## src/rtl/irq_flag_pkg.sv

```systemverilog
// Shared types for the interrupt control flag bank.
// Assumes at most 8 interrupt sources (3-bit source index).
package irq_flag_pkg;

    localparam int SRC_IDX_W = 3;

    typedef enum logic [1:0] {
        OP_NONE = 2'b00,
        OP_SET  = 2'b01,
        OP_CLR  = 2'b10,
        OP_TEST = 2'b11
    } flag_op_e;

    typedef enum logic [3:0] {
        K_NONE,
        K_GIE,
        K_SPRST,
        K_MASK,
        K_REQ,
        K_XFER,
        K_TONE,
        K_WDOG,
        K_SLOW
    } bit_kind_e;

    typedef struct packed {
        bit_kind_e              kind;
        logic [SRC_IDX_W-1:0]   src;
    } bit_sel_t;

endpackage

```

## src/rtl/irq_bit_decode.sv

```systemverilog
// Address decoder: maps a nibble address and bit index onto the kind of
// control bit it names and, for masks and request flags, the source index.
// Assumes the interrupt area starts at address 0 and packs two sources per
// nibble, with the global enable and stack-reset bit in the low half of 0.
module irq_bit_decode
    import irq_flag_pkg::*;
#(
    parameter int                ADDR_W    = 6,
    parameter int                NUM_SRC   = 6,
    parameter logic [ADDR_W-1:0] MODE_BASE = 'h20
) (
    input  logic [ADDR_W-1:0] addr,
    input  logic [1:0]        bit_idx,
    output bit_sel_t          sel
);

    localparam int INT_DEPTH = (NUM_SRC + 2) / 2;

    // Classify the addressed bit.
    always_comb begin
        int src_i;
        sel.kind = K_NONE;
        sel.src  = '0;
        src_i    = 0;
        if (int'(addr) < INT_DEPTH) begin
            if ((addr == '0) && !bit_idx[1]) begin
                sel.kind = bit_idx[0] ? K_SPRST : K_GIE;
            end else begin
                src_i = 2 * int'(addr) + int'(bit_idx[1]) - 1;
                if (src_i < NUM_SRC) begin
                    sel.kind = bit_idx[0] ? K_MASK : K_REQ;
                    sel.src  = SRC_IDX_W'(src_i);
                end
            end
        end else if (addr == MODE_BASE) begin
            case (bit_idx)
                2'd0:    sel.kind = K_SLOW;
                2'd1:    sel.kind = K_WDOG;
                2'd2:    sel.kind = K_TONE;
                default: sel.kind = K_XFER;
            endcase
        end
    end

endmodule

```

## src/rtl/irq_src_bank.sv

```systemverilog
// Per-source interrupt state: a request flag raised by a rising edge on its
// event line and cleared by a software reset (the edge wins a tie), plus a
// mask bit written by set and reset. Software set of a flag is dropped.
// Assumes event lines are synchronous to clk.
module irq_src_bank
    import irq_flag_pkg::*;
#(
    parameter int NUM_SRC = 6
) (
    input  logic               clk,
    input  logic               rst_n,
    input  logic [NUM_SRC-1:0] evt_in,
    input  flag_op_e           op,
    input  bit_sel_t           sel,
    output logic [NUM_SRC-1:0] req_q,
    output logic [NUM_SRC-1:0] mask_q
);

    logic [NUM_SRC-1:0] evt_d;

    // Delay the event lines by one cycle for edge detection.
    always_ff @(posedge clk) begin
        if (!rst_n) evt_d <= '0;
        else        evt_d <= evt_in;
    end

    for (genvar i = 0; i < NUM_SRC; i++) begin : g_src
        logic hit;
        logic req_r;
        logic mask_r;

        assign hit = (sel.src == SRC_IDX_W'(i));

        // Request flag: event edge sets, software reset clears.
        always_ff @(posedge clk) begin
            if (!rst_n)                                      req_r <= 1'b0;
            else if (evt_in[i] && !evt_d[i])                 req_r <= 1'b1;
            else if (op == OP_CLR && sel.kind == K_REQ && hit) req_r <= 1'b0;
        end

        // Mask bit: blocks its source while 1.
        always_ff @(posedge clk) begin
            if (!rst_n)                                        mask_r <= 1'b1;
            else if (op == OP_SET && sel.kind == K_MASK && hit) mask_r <= 1'b1;
            else if (op == OP_CLR && sel.kind == K_MASK && hit) mask_r <= 1'b0;
        end

        assign req_q[i]  = req_r;
        assign mask_q[i] = mask_r;
    end

endmodule

```

## src/rtl/irq_mode_regs.sv

```systemverilog
// Operating-mode flags with their per-bit write rules: low-speed and tone
// follow set and reset, watchdog can only be set, and direct-transfer can
// be set only in subactive mode and is held cleared in active mode.
module irq_mode_regs
    import irq_flag_pkg::*;
(
    input  logic      clk,
    input  logic      rst_n,
    input  flag_op_e  op,
    input  bit_kind_e kind,
    input  logic      sub_mode,
    output logic      xfer_on,
    output logic      tone_fast,
    output logic      wdog_on,
    output logic      slow_clk_on
);

    // Direct-transfer flag: forced low outside subactive mode.
    always_ff @(posedge clk) begin
        if (!rst_n || !sub_mode)                  xfer_on <= 1'b0;
        else if (op == OP_SET && kind == K_XFER)  xfer_on <= 1'b1;
        else if (op == OP_CLR && kind == K_XFER)  xfer_on <= 1'b0;
    end

    // Tone speed flag: plain set and reset.
    always_ff @(posedge clk) begin
        if (!rst_n)                               tone_fast <= 1'b0;
        else if (op == OP_SET && kind == K_TONE)  tone_fast <= 1'b1;
        else if (op == OP_CLR && kind == K_TONE)  tone_fast <= 1'b0;
    end

    // Watchdog flag: set only, software cannot clear it.
    always_ff @(posedge clk) begin
        if (!rst_n)                               wdog_on <= 1'b0;
        else if (op == OP_SET && kind == K_WDOG)  wdog_on <= 1'b1;
    end

    // Low-speed flag: plain set and reset.
    always_ff @(posedge clk) begin
        if (!rst_n)                               slow_clk_on <= 1'b0;
        else if (op == OP_SET && kind == K_SLOW)  slow_clk_on <= 1'b1;
        else if (op == OP_CLR && kind == K_SLOW)  slow_clk_on <= 1'b0;
    end

endmodule

```

## src/rtl/irq_flag_bank.sv

```systemverilog
// Top of the interrupt control flag bank. Decodes one bit operation per
// cycle, applies each bit's own rule, returns registered test results with
// an invalid flag, combines enable, masks and flags into one request, and
// turns a reset of the stack-reset bit into a one-cycle clear pulse.
// Assumes inputs are synchronous to clk; NUM_SRC must not exceed 8.
module irq_flag_bank
    import irq_flag_pkg::*;
#(
    parameter int                ADDR_W    = 6,
    parameter int                NUM_SRC   = 6,
    parameter logic [ADDR_W-1:0] MODE_BASE = 'h20
) (
    input  logic               clk,
    input  logic               rst_n,
    input  logic [1:0]         op_code,
    input  logic [ADDR_W-1:0]  op_addr,
    input  logic [1:0]         op_bit,
    input  logic               sub_mode,
    input  logic [NUM_SRC-1:0] evt_in,
    output logic               test_status,
    output logic               test_invalid,
    output logic               irq_req,
    output logic               sp_clr,
    output logic               xfer_on,
    output logic               tone_fast,
    output logic               wdog_on,
    output logic               slow_clk_on
);

    flag_op_e           op;
    bit_sel_t           sel;
    logic [NUM_SRC-1:0] req_q;
    logic [NUM_SRC-1:0] mask_q;
    logic               gie_q;
    logic               tval;
    logic               tok;

    assign op = flag_op_e'(op_code);

    irq_bit_decode #(
        .ADDR_W    (ADDR_W),
        .NUM_SRC   (NUM_SRC),
        .MODE_BASE (MODE_BASE)
    ) u_dec (
        .addr    (op_addr),
        .bit_idx (op_bit),
        .sel     (sel)
    );

    irq_src_bank #(
        .NUM_SRC (NUM_SRC)
    ) u_src (
        .clk    (clk),
        .rst_n  (rst_n),
        .evt_in (evt_in),
        .op     (op),
        .sel    (sel),
        .req_q  (req_q),
        .mask_q (mask_q)
    );

    irq_mode_regs u_mode (
        .clk         (clk),
        .rst_n       (rst_n),
        .op          (op),
        .kind        (sel.kind),
        .sub_mode    (sub_mode),
        .xfer_on     (xfer_on),
        .tone_fast   (tone_fast),
        .wdog_on     (wdog_on),
        .slow_clk_on (slow_clk_on)
    );

    // Global interrupt enable.
    always_ff @(posedge clk) begin
        if (!rst_n)                                  gie_q <= 1'b0;
        else if (op == OP_SET && sel.kind == K_GIE)  gie_q <= 1'b1;
        else if (op == OP_CLR && sel.kind == K_GIE)  gie_q <= 1'b0;
    end

    // Stack-pointer clear pulse on a reset of the stack-reset bit.
    always_ff @(posedge clk) begin
        if (!rst_n) sp_clr <= 1'b0;
        else        sp_clr <= (op == OP_CLR) && (sel.kind == K_SPRST);
    end

    // Select the testable value; inhibited and unused bits are not testable.
    always_comb begin
        tval = 1'b0;
        tok  = 1'b1;
        case (sel.kind)
            K_GIE:   tval = gie_q;
            K_MASK:  tval = mask_q[sel.src];
            K_REQ:   tval = req_q[sel.src];
            K_XFER:  tval = xfer_on;
            K_SLOW:  tval = slow_clk_on;
            default: tok  = 1'b0;
        endcase
    end

    // Register the test result and the invalid-test pulse.
    always_ff @(posedge clk) begin
        if (!rst_n) begin
            test_status  <= 1'b0;
            test_invalid <= 1'b0;
        end else begin
            test_status  <= (op == OP_TEST) && tok && tval;
            test_invalid <= (op == OP_TEST) && !tok;
        end
    end

    // Combined request: enable AND any unmasked pending flag.
    assign irq_req = gie_q && |(req_q & ~mask_q);

endmodule

```

## config.mk

```make
export PLATFORM = sky130hd
export DESIGN_NAME = irq_flag_bank
export DESIGN_NICKNAME = d
export VERILOG_FILES = /design/src/rtl/irq_flag_pkg.sv /design/src/rtl/irq_bit_decode.sv /design/src/rtl/irq_src_bank.sv /design/src/rtl/irq_mode_regs.sv /design/src/rtl/irq_flag_bank.sv
export SDC_FILE = /design/constraint.sdc
export NUM_CORES = 1
export LEC_CHECK = 0
export BUFFER_PORTS_ARGS = -buffer_cell sky130_fd_sc_hd__buf_4
export CELL_PAD_IN_SITES_DETAIL_PLACEMENT = 2
export CELL_PAD_IN_SITES_GLOBAL_PLACEMENT = 2
export CORE_MARGIN = 5
export CORE_UTILIZATION = 29
export DETAILED_ROUTE_END_ITERATION = 10
export HOLD_SLACK_MARGIN = 0.08
export PLACE_DENSITY_LB_ADDON = 0.1
export SYNTH_ARGS = -nofsm -noshare
export SYNTH_HDL_FRONTEND = slang
export SYNTH_SLANG_ARGS = --single-unit
```

## constraint.sdc

```tcl
create_clock -name clk -period 2.5 [get_ports clk]
set_input_delay 0.125 -clock clk [delete_from_list [all_inputs] [get_ports clk]]
set_output_delay 0.125 -clock clk [all_outputs]
set_load 0.02 [all_outputs]
```

[Word level (Yosys, flattened, before mapping)]
Index checks and enable logic that the tools add are counted.
Word-level totals
  register bits: 26
  input port bits: 19
Cells by class
  $add $sub $neg: 2
  reductions and logical operators: 74
  bitwise logic cells: 3
  $lt $le $gt $ge: 3
  equality and inequality tests: 19
  muxes and demuxes: 35
Operators with widths (number)
  $logic_and A1 B1 Y1: 42
  $lt A32 B4 Y1 const B: 1
  $sub A32 B2 Y32 const B: 1
  $mux W1: 23
  $reduce_bool A2 Y1: 10
  $eq A4 B3 Y1 const B: 4
  $mux W4: 3
  $pmux W4 S3: 1
  $reduce_or A2 Y1: 6
  $logic_not A1 Y1: 10
  $mux W3: 3
  $add A7 B1 Y8: 1
  $eq A4 B2 Y1 const B: 2
  $mux W7: 1
  $and A6 B6 Y6: 1
  $bmux W1 S3: 2
  $eq A2 B2 Y1 const B: 3
  $eq A3 B2 Y1 const B: 2
  $eq A3 B3 Y1 const B: 2
  $eq A6 B6 Y1 const B: 1
  $logic_not A6 Y1: 1
  $lt A6 B3 Y1 const B: 1
  $not A6 Y6: 1
  $reduce_or A6 Y1: 1
  12 further kinds: 13

[Depth between registers and ports, before layout]
Gate-level depths: netlist of the first run.
  word-level depth: 11
  gate-level depth with buffers: 13
  depth with buffers taken out: 12

[By module]
A second synthesis of the first run with hierarchy kept.
Unflattened totals
  cells, all modules: 179
  area, all modules: 1651.6 µm²
Modules (own cells, without submodules)
  irq_src_bank: times used 1, seq. area each 360.3 µm², area an instance 788.3 µm², cells each 80
  irq_flag_bank: times used 1, seq. area each 80.1 µm², area an instance 421.7 µm², cells each 49
  irq_mode_regs: times used 1, seq. area each 80.1 µm², area an instance 230.2 µm², cells each 22
  irq_bit_decode: times used 1, seq. area each 0.0 µm², area an instance 211.5 µm², cells each 28

[Worst setup path before layout of the first run]
Ideal clock, no wire load.
  path kind: input-to-reg
  start: input op_bit[1]
  end: register u_src.g_src[2].mask_r
  data required time: 2420 ps
  path slack: -198 ps
  path buffers: 2
  stages: 13
  data arrival time: 2618 ps
  path through: inv_1 > ha_1 > nor2b_1 > and2_1 > ha_1 > nor3b_1 > o21a_1 > a31oi_1 > o21a_1 > clkbuf_1 > or4b_1 > buf_2 > o211ai_1
Between the ends
  word-level cells in the longest chain between the ends: 10
Ends and longest elaborated chain
  start: declaration: RTL line irq_flag_bank.sv:17  | input logic [1:0] op_bit,
  $add A7 B1 Y8: RTL line irq_bit_decode.sv:29  | src_i = 2 * int'(addr) + int'(bit_idx[1]) - 1;
  $sub A32 B2 Y32: RTL line irq_bit_decode.sv:29
  $lt A32 B4 Y1: RTL line irq_bit_decode.sv:30  | if (src_i < NUM_SRC) begin
  $mux W7: RTL line irq_bit_decode.sv:30
  $mux W4: RTL line irq_bit_decode.sv:26  | if ((addr == '0) && !bit_idx[1]) begin
  $mux W4: RTL line irq_bit_decode.sv:25  | if (int'(addr) < INT_DEPTH) begin
  $eq A4 B2 Y1: RTL line irq_src_bank.sv:44, irq_src_bank.sv:45
  $logic_and A1 B1 Y1 (2 in a row): RTL line irq_src_bank.sv:44  | else if (op == OP_SET && sel.kind == K_MASK && hit) mask_r <= 1'b1;
  $reduce_or A2 Y1 (no source line)
  end signal: assignment: RTL line irq_src_bank.sv:43  | if (!rst_n) mask_r <= 1'b1;
  end signal: assignment: RTL line irq_src_bank.sv:44
  end signal: assignment: RTL line irq_src_bank.sv:45  | else if (op == OP_CLR && sel.kind == K_MASK && hit) mask_r <= 1'b0;
  end: declaration: RTL line irq_src_bank.sv:30  | logic mask_r;
Parallel ways exist; a longest one is shown, timed or not.
A chain may end at the register's enable or synchronous reset.

[Worst setup path in the final report of the first run]
  start: input op_bit[1]
  end: register u_mode.wdog_on
Between the ends
  word-level cells in the longest chain between the ends: 8
Ends and longest elaborated chain
  $add A7 B1 Y8: RTL line irq_bit_decode.sv:29
  $sub A32 B2 Y32: RTL line irq_bit_decode.sv:29
  $lt A32 B4 Y1: RTL line irq_bit_decode.sv:30
  $mux W7: RTL line irq_bit_decode.sv:30
  $mux W4: RTL line irq_bit_decode.sv:26
  $mux W4 (*): RTL line irq_bit_decode.sv:25
  $eq A4 B3 Y1 (*): RTL line irq_mode_regs.sv:35  | else if (op == OP_SET && kind == K_WDOG) wdog_on <= 1'b1;
  $logic_and A1 B1 Y1 (*): RTL line irq_mode_regs.sv:35
  end signal: assignment: RTL line irq_mode_regs.sv:34  | if (!rst_n) wdog_on <= 1'b0;
  end signal: assignment: RTL line irq_mode_regs.sv:35
  end: declaration: RTL line irq_mode_regs.sv:14  | output logic wdog_on,
Mark *: on every way between the ends. The rest lies on a longest branch, timed or not.

==> results of run 1 <==
stage by stage:
stage / power [µW] / instance area, µm²
after floorplan: 521 / 1710
after global placement: 595 / 2140
after detailed placement: 603 / 2140
after CTS: 846 / 2240
after global routing: 888 / 2300
final: 844 / 2300
what timing repair did:
action | in CTS | in global routing
hold buffers | 6 | 0
endpoints found under the hold margin | 6 | 0
buffers inserted | 0 | 2
setup endpoints to repair | 0 | 14
gates resized for setup | 0 | 10
power groups by stage:
stage	clock network (µW)	logic [µW]	registers [µW]
2_1_floorplan	0	79.4	442
3_3_place_gp	0	153	442
3_5_place_dp	0	160	443
4_1_cts	245	168	433
5_1_grt	262	191	435
6_report	237	174	433
worst paths after layout:
kind,from,to,slack (ps),cells after the start
worst max-delay path,op_bit[1],u_mode.wdog_on,130,12
worst min register to register,u_src.g_src[1].req_r,u_src.g_src[1].req_r,490,2
worst min-delay path,sub_mode,u_mode.xfer_on,90,3
worst max register to register,u_src.g_src[2].mask_r,test_status,910,5
routing by layer:
layer	global-route usage	vias up	wire, µm
li1	-	873	-
met1	0.192	890	2570
met2	0.290	22	2920
met3	0.0144	8	107
met4	0.0388	0	64
met5	0	-	0
cell usage after synthesis (all sizes together) (2+ instances only):
cell type,number,area [µm²]
nand2b,8,50.1
o21a,4,30.0
a211oi,2,15.0
nand3,6,30.0
inv,15,56.3
mux2i,4,40.0
a21boi,9,67.6
o31ai,4,30.0
nand2,11,43.8
ha,6,75.1
o31a,2,17.5
o211ai,6,45.0
nor3,10,60.1
clkbuf,6,23.8
o21ai,20,100
and2,7,43.8
a31oi,2,12.5
buf,2,10.0
a21oi,4,20.0
or3,3,18.8
nand4,5,31.3
nor2b,4,25.0
o41ai,3,33.8
nor2,14,52.6
o22ai,5,31.3
dfxtp,26,521
cell type report:
| cell class | instances | area [µm²] |
|---|---|---|
| Fill cell | 637 | 3240 |
| Inverter | 15 | 60.1 |
| Multi-Input combinational cell | 158 | 1130 |
| Clock buffer | 3 | 41.3 |
| Tap cell | 72 | 90.1 |
| Sequential cell | 26 | 520 |
| Timing Repair Buffer | 59 | 458 |
cells by family (layout without fill, tap and decap cells):
logic type | after synthesis | after routing | share of synthesized area
fa+ha+maj | 6 | 6 | 0.0453
mux | 5 | 5 | 0.0309
xor+xnor | 1 | 1 | 0.00528
simple gates | 76 | 76 | 0.252
flops | 26 | 26 | 0.314
compound gates | 70 | 70 | 0.298
buf+inv | 23 | 77 | 0.0543
state kept, by name (all words and copies together), names as in the netlist:
register	count
gie_q	1
sp_clr	1
test_invalid	1
test_status	1
u_mode.slow_clk_on	1
u_mode.tone_fast	1
u_mode.wdog_on	1
u_mode.xfer_on	1
u_src.evt_d	6
u_src.g_src.mask_r	6
u_src.g_src.req_r	6
worst register-to-register path, stage by stage (launching register included):
cell,delay (ps)
dfxtp_1,360
o41ai_1,370
a21oi_1,80
o31ai_1,240
a211oi_1,130
o31a_1,300
placed cells by master, fill, tap and decap left out, types with 2 or more instances in the layout:
| cell | synthesis | final |
|---|---|---|
| o21ai_2 | 0 | 2 |
| nor2_1 | 14 | 14 |
| dlygate4sd3_1 | 0 | 6 |
| dfxtp_1 | 26 | 26 |
| o31ai_1 | 4 | 3 |
| a211oi_1 | 2 | 2 |
| clkbuf_8 | 0 | 3 |
| o211ai_1 | 6 | 6 |
| or3_1 | 3 | 2 |
| nand3_1 | 6 | 6 |
| o21a_1 | 4 | 3 |
| buf_4 | 0 | 53 |
| nor2b_1 | 4 | 3 |
| a21boi_0 | 8 | 8 |
| o31a_1 | 2 | 2 |
| nor3_1 | 8 | 7 |
| o21ai_0 | 18 | 17 |
| o22ai_1 | 5 | 5 |
| nand2_1 | 10 | 10 |
| nand2b_1 | 8 | 8 |
| nand4_1 | 5 | 5 |
| a21oi_1 | 4 | 4 |
| inv_1 | 15 | 14 |
| o41ai_1 | 2 | 2 |
| mux2i_1 | 4 | 4 |
| nor3_2 | 2 | 3 |
| ha_1 | 6 | 5 |
| and2_1 | 7 | 7 |
==> impl_metrics.json, run 1 <==
{
  "portBuffers": 26,
  "drtIter0Drc": 44,
  "cts-buffers-inserted": 3,
  "grt_usage": 0.156,
  "timing.fmax_mhz": 421,
  "num_io_pins": 27,
  "power.density_nw_per_um2": 367,
  "post-route-period-util": 0.949,
  "worstHoldPathType": "input port to flop",
  "tightest_slew_ps": 536,
  "fin_cells": 333,
  "synth_cells": 207,
  "finalHoldViolCount": 0,
  "status": "complete, no violations",
  "h-tree-depth": 1,
  "crit_path_top_delay_cell": "o41a_2",
  "synth_ff_type": "dfxtp_1",
  "finish.utilization": 0.415,
  "whs_ps": 88.8,
  "seqPwrFrac": 0.513,
  "leakage_uw": 0.000888,
  "yosysUniqueCellTypes": 51,
  "p_int_uw": 619,
  "setup_viol": 0,
  "switching_share": 0.267,
  "wl_um": 5660,
  "grt_pass1_wl_um": 9450,
  "rows": 27,
  "syn_to_final_growth_pct": 38.6,
  "dp_cells": 322,
  "crit_path_cell_trace": "buf_4, clkinvlp_4, ha_4, nor2b_4, and2_1, ha_1, nor3b_4, o21ai_2, o41a_2, a221o_1, nor4b_1, o21a_1",
  "pre_cts_slack_ps": -251,
  "ys_warn_count": 0,
  "fin_crit_ps": 2370,
  "postRouteAntennaNets": 0,
  "drt-wirelength-per-cell_um": 17.0,
  "vias": 1793,
  "drc_errors": 0,
  "required_ps": 2720,
  "synthArstFlopShare": 0,
  "clkLatencyLatePin_ps": 270,
  "irDropWorstVdd_mv": 0.229,
  "max_stage_delay_ps": 460,
  "fin_ws_ps": 127,
  "cts_sinks": 26,
  "critical_path.startpoint_type": "input port",
  "grt_max_degree": 26,
  "end_kind": "flop",
  "syn-num-nets": 232,
  "die_area_um2": 7330,
  "die_y_um": 85.6,
  "viasPerCell": 5.38,
  "syn-mean-instance-area_um2": 8.01,
  "slew_violations": 0,
  "finish.net_count": 288,
  "comb_power_share": 0.206,
  "criticalPathCategory": "input port to flop",
  "ys_ff_latch": 26,
  "dr.pass1.iters": 6,
  "netSwitchingPower_uw": 225,
  "die_w_um": 85.6,
  "start_util": 0.299,
  "path_clk_slew_ps": 90,
  "place_hpwl_um": 4500,
  "relSlewSlack": 0.640,
  "cts_root_buffer": "clkbuf_8",
  "grt_overflow": 0,
  "clockPowerShare": 0.281,
  "drv_cap": 0,
  "critPathBufInv": 2,
  "rsz0062_at_grt": "true",
  "synth_edf_count": 0,
  "path_delay_family": "compound AO/OA/AOI/OAI gates",
  "antenna_found_initial": 0,
  "first_global_vias": 1973,
  "drive_above_1_share": 0.291,
  "ys_seq_area_frac": 0.314,
  "diodes": 0,
  "worstPathArrival_ps": 2590,
  "synth_area_um2": 1660,
  "worstPathMaxFanout": 5,
  "core_area_um2": 5540,
  "setup_tns_ps": 0,
  "cts.path.max_buffers": 2,
  "globalplace.congestion": 0.781,
  "cts_tree": "built",
  "finClkSkew_ps": 2.73
}
Note: power is estimated with default switching activity, not from simulation.
==> run 2: changes to the inputs <==
--- a/config.mk
+++ b/config.mk
@@ -8,6 +8,7 @@
 export BUFFER_PORTS_ARGS = -buffer_cell sky130_fd_sc_hd__buf_4
 export CELL_PAD_IN_SITES_DETAIL_PLACEMENT = 2
 export CELL_PAD_IN_SITES_GLOBAL_PLACEMENT = 2
+export CORE_ASPECT_RATIO = 1.2
 export CORE_MARGIN = 5
 export CORE_UTILIZATION = 29
 export DETAILED_ROUTE_END_ITERATION = 10
==> run 2 against run 1 <==
Against the previous run:
- core utilization rose by 0.48 points
- critical endpoint is now test_status
- clock power is 49% higher
- maximum frequency is 2.5% lower
==> impl_metrics.json, run 2 (synthesized netlist as in run 1, its figures left out) <==
{
  "globalplace.congestion": 0.821,
  "leakage_uw": 0.000919,
  "critical_path.startpoint_type": "input port",
  "dp_cells": 313,
  "h-tree-depth": 1,
  "drtIter0Drc": 43,
  "r2r-start": "u_src.g_src[2].mask_r",
  "postRouteAntennaNets": 0,
  "end_kind": "flop",
  "cts_root_buffer": "clkbuf_8",
  "path_clk_slew_ps": 90,
  "clkLatencyLatePin_ps": 270,
  "mostFrequentLayoutCell": "buf_4",
  "cts_tree": "built",
  "largest_registers": "u_src.evt_d (6), u_src.g_src.mask_r (6), u_src.g_src.req_r (6)",
  "irDropWorstVdd_mv": 0.373,
  "drc_errors": 0,
  "diodes": 0,
  "status": "complete, no violations",
  "drt-wirelength-per-cell_um": 18.0,
  "syn_to_final_growth_pct": 41.5,
  "grt_max_degree": 26,
  "fin_cells": 329,
  "start_util": 0.296,
  "finish.utilization": 0.419,
  "die_area_um2": 7340,
  "holdPathEnd": "u_mode.xfer_on",
  "r2r-end": "test_status",
  "finClkSkew_ps": 4.16,
  "slew_violations": 0,
  "required_ps": 2720,
  "post-route-period-util": 0.974,
  "drv_cap": 0,
  "min_from": "op_code[0]",
  "place_hpwl_um": 4640,
  "fin_crit_ps": 2440,
  "tightest_slew_ps": 487,
  "core_area_um2": 5590,
  "criticalPathCategory": "input port to flop",
  "grt_pass1_wl_um": 9660,
  "whs_path_depth": 3,
  "viasPerCell": 5.50,
  "cts-buffers-inserted": 3,
  "drive_above_1_share": 0.313,
  "vias": 1811,
  "portBuffers": 26,
  "worstPathArrival_ps": 2660,
  "die_w_um": 79.0,
  "setup_viol": 0,
  "power.density_nw_per_um2": 412,
  "antenna_found_initial": 0,
  "worstPathMaxFanout": 5,
  "worstHoldPathType": "input port to flop",
  "whs_ps": 165,
  "timing.fmax_mhz": 411,
  "num_io_pins": 27,
  "grt_usage": 0.163,
  "relSlewSlack": 0.673,
  "finish.net_count": 291,
  "ff2ff_setup_slack_ps": 870,
  "setup_tns_ps": 0,
  "cts.path.max_buffers": 2,
  "ff2ff_path_depth": 5,
  "dr.pass1.iters": 4,
  "finalHoldViolCount": 0,
  "rsz0062_at_grt": "true",
  "layout_common_cells": "55 x buf_4, 26 x dfxtp_1, 14 x inv_1, 14 x nor2_1, 11 x o21ai_0",
  "wl_um": 5920,
  "first_global_vias": 1969,
  "grt_overflow": 0,
  "die_y_um": 92.8,
  "rows": 30,
  "cts_sinks": 26
}
## run 2: worst max path at each step
stage	slack, ps	cells past startpoint	to	start
after CTS	60	13	u_src.g_src[5].req_r	op_bit[1]
after global placement	-140	13	u_src.g_src[3].mask_r	op_bit[1]
final	60	14	test_status	op_bit[1]
after detailed placement	-290	13	u_src.g_src[5].mask_r	op_bit[1]
after global routing	-70	14	test_status	op_bit[1]
after floorplan	-70	13	u_src.g_src[2].mask_r	op_bit[1]
## run 2: area by class of cell
cell class,instances,area [µm²]
fill,631,3250
sequential,26,520
timing repair buffer,62,483
tap,64,80.1
multi-input combinational,158,1130
clock buffer,3,41.3
clock inverter,1,30.0
inverter,15,60.1
## run 2: layer usage
layer	share of wire	track usage	up-vias
li1	-	-	879
met5	0	0	-
met4	0.014	0.0358	0
met3	0.025	0.0165	7
met1	0.43	0.197	900
met2	0.53	0.307	25
## run 2: worst max-delay path: stages
cell and delay (ps):
buf_4 100, clkinvlp_4 100, ha_4 170, nor2b_4 120
and2_4 140, ha_1 270, nor3b_4 210, o21ai_2 110
buf_4 150, a2111o_1 360, a2bb2oi_1 220, nand3b_1 140
a211oi_1 270, o31a_1 170
## run 2: power by group
| group | switching, µW | total [µW] | internal (µW) |
|---|---|---|---|
| clock network | 139 | 354 | 214 |
| logic | 90.3 | 177 | 86.4 |
| registers | 7.90 | 435 | 427 |
## run 2: what timing repair did
action / CTS / global route
hold endpoints to repair: 7 / 0
hold buffers: 7 / 0
setup buffers: 0 / 5
setup endpoints to repair: 1 / 12
gates resized for setup: 1 / 22
pin swaps: 0 / 14
## run 2: metrics by stage
step                power (µW)  worst slack [ps]  area [µm²]
floorplan                  521             -66.7        1710
global placement           594              -138        2120
detailed placement         603              -286        2120
CTS                        966              63.1        2260
global route              1010             -71.9        2350
finish                     966              64.6        2350
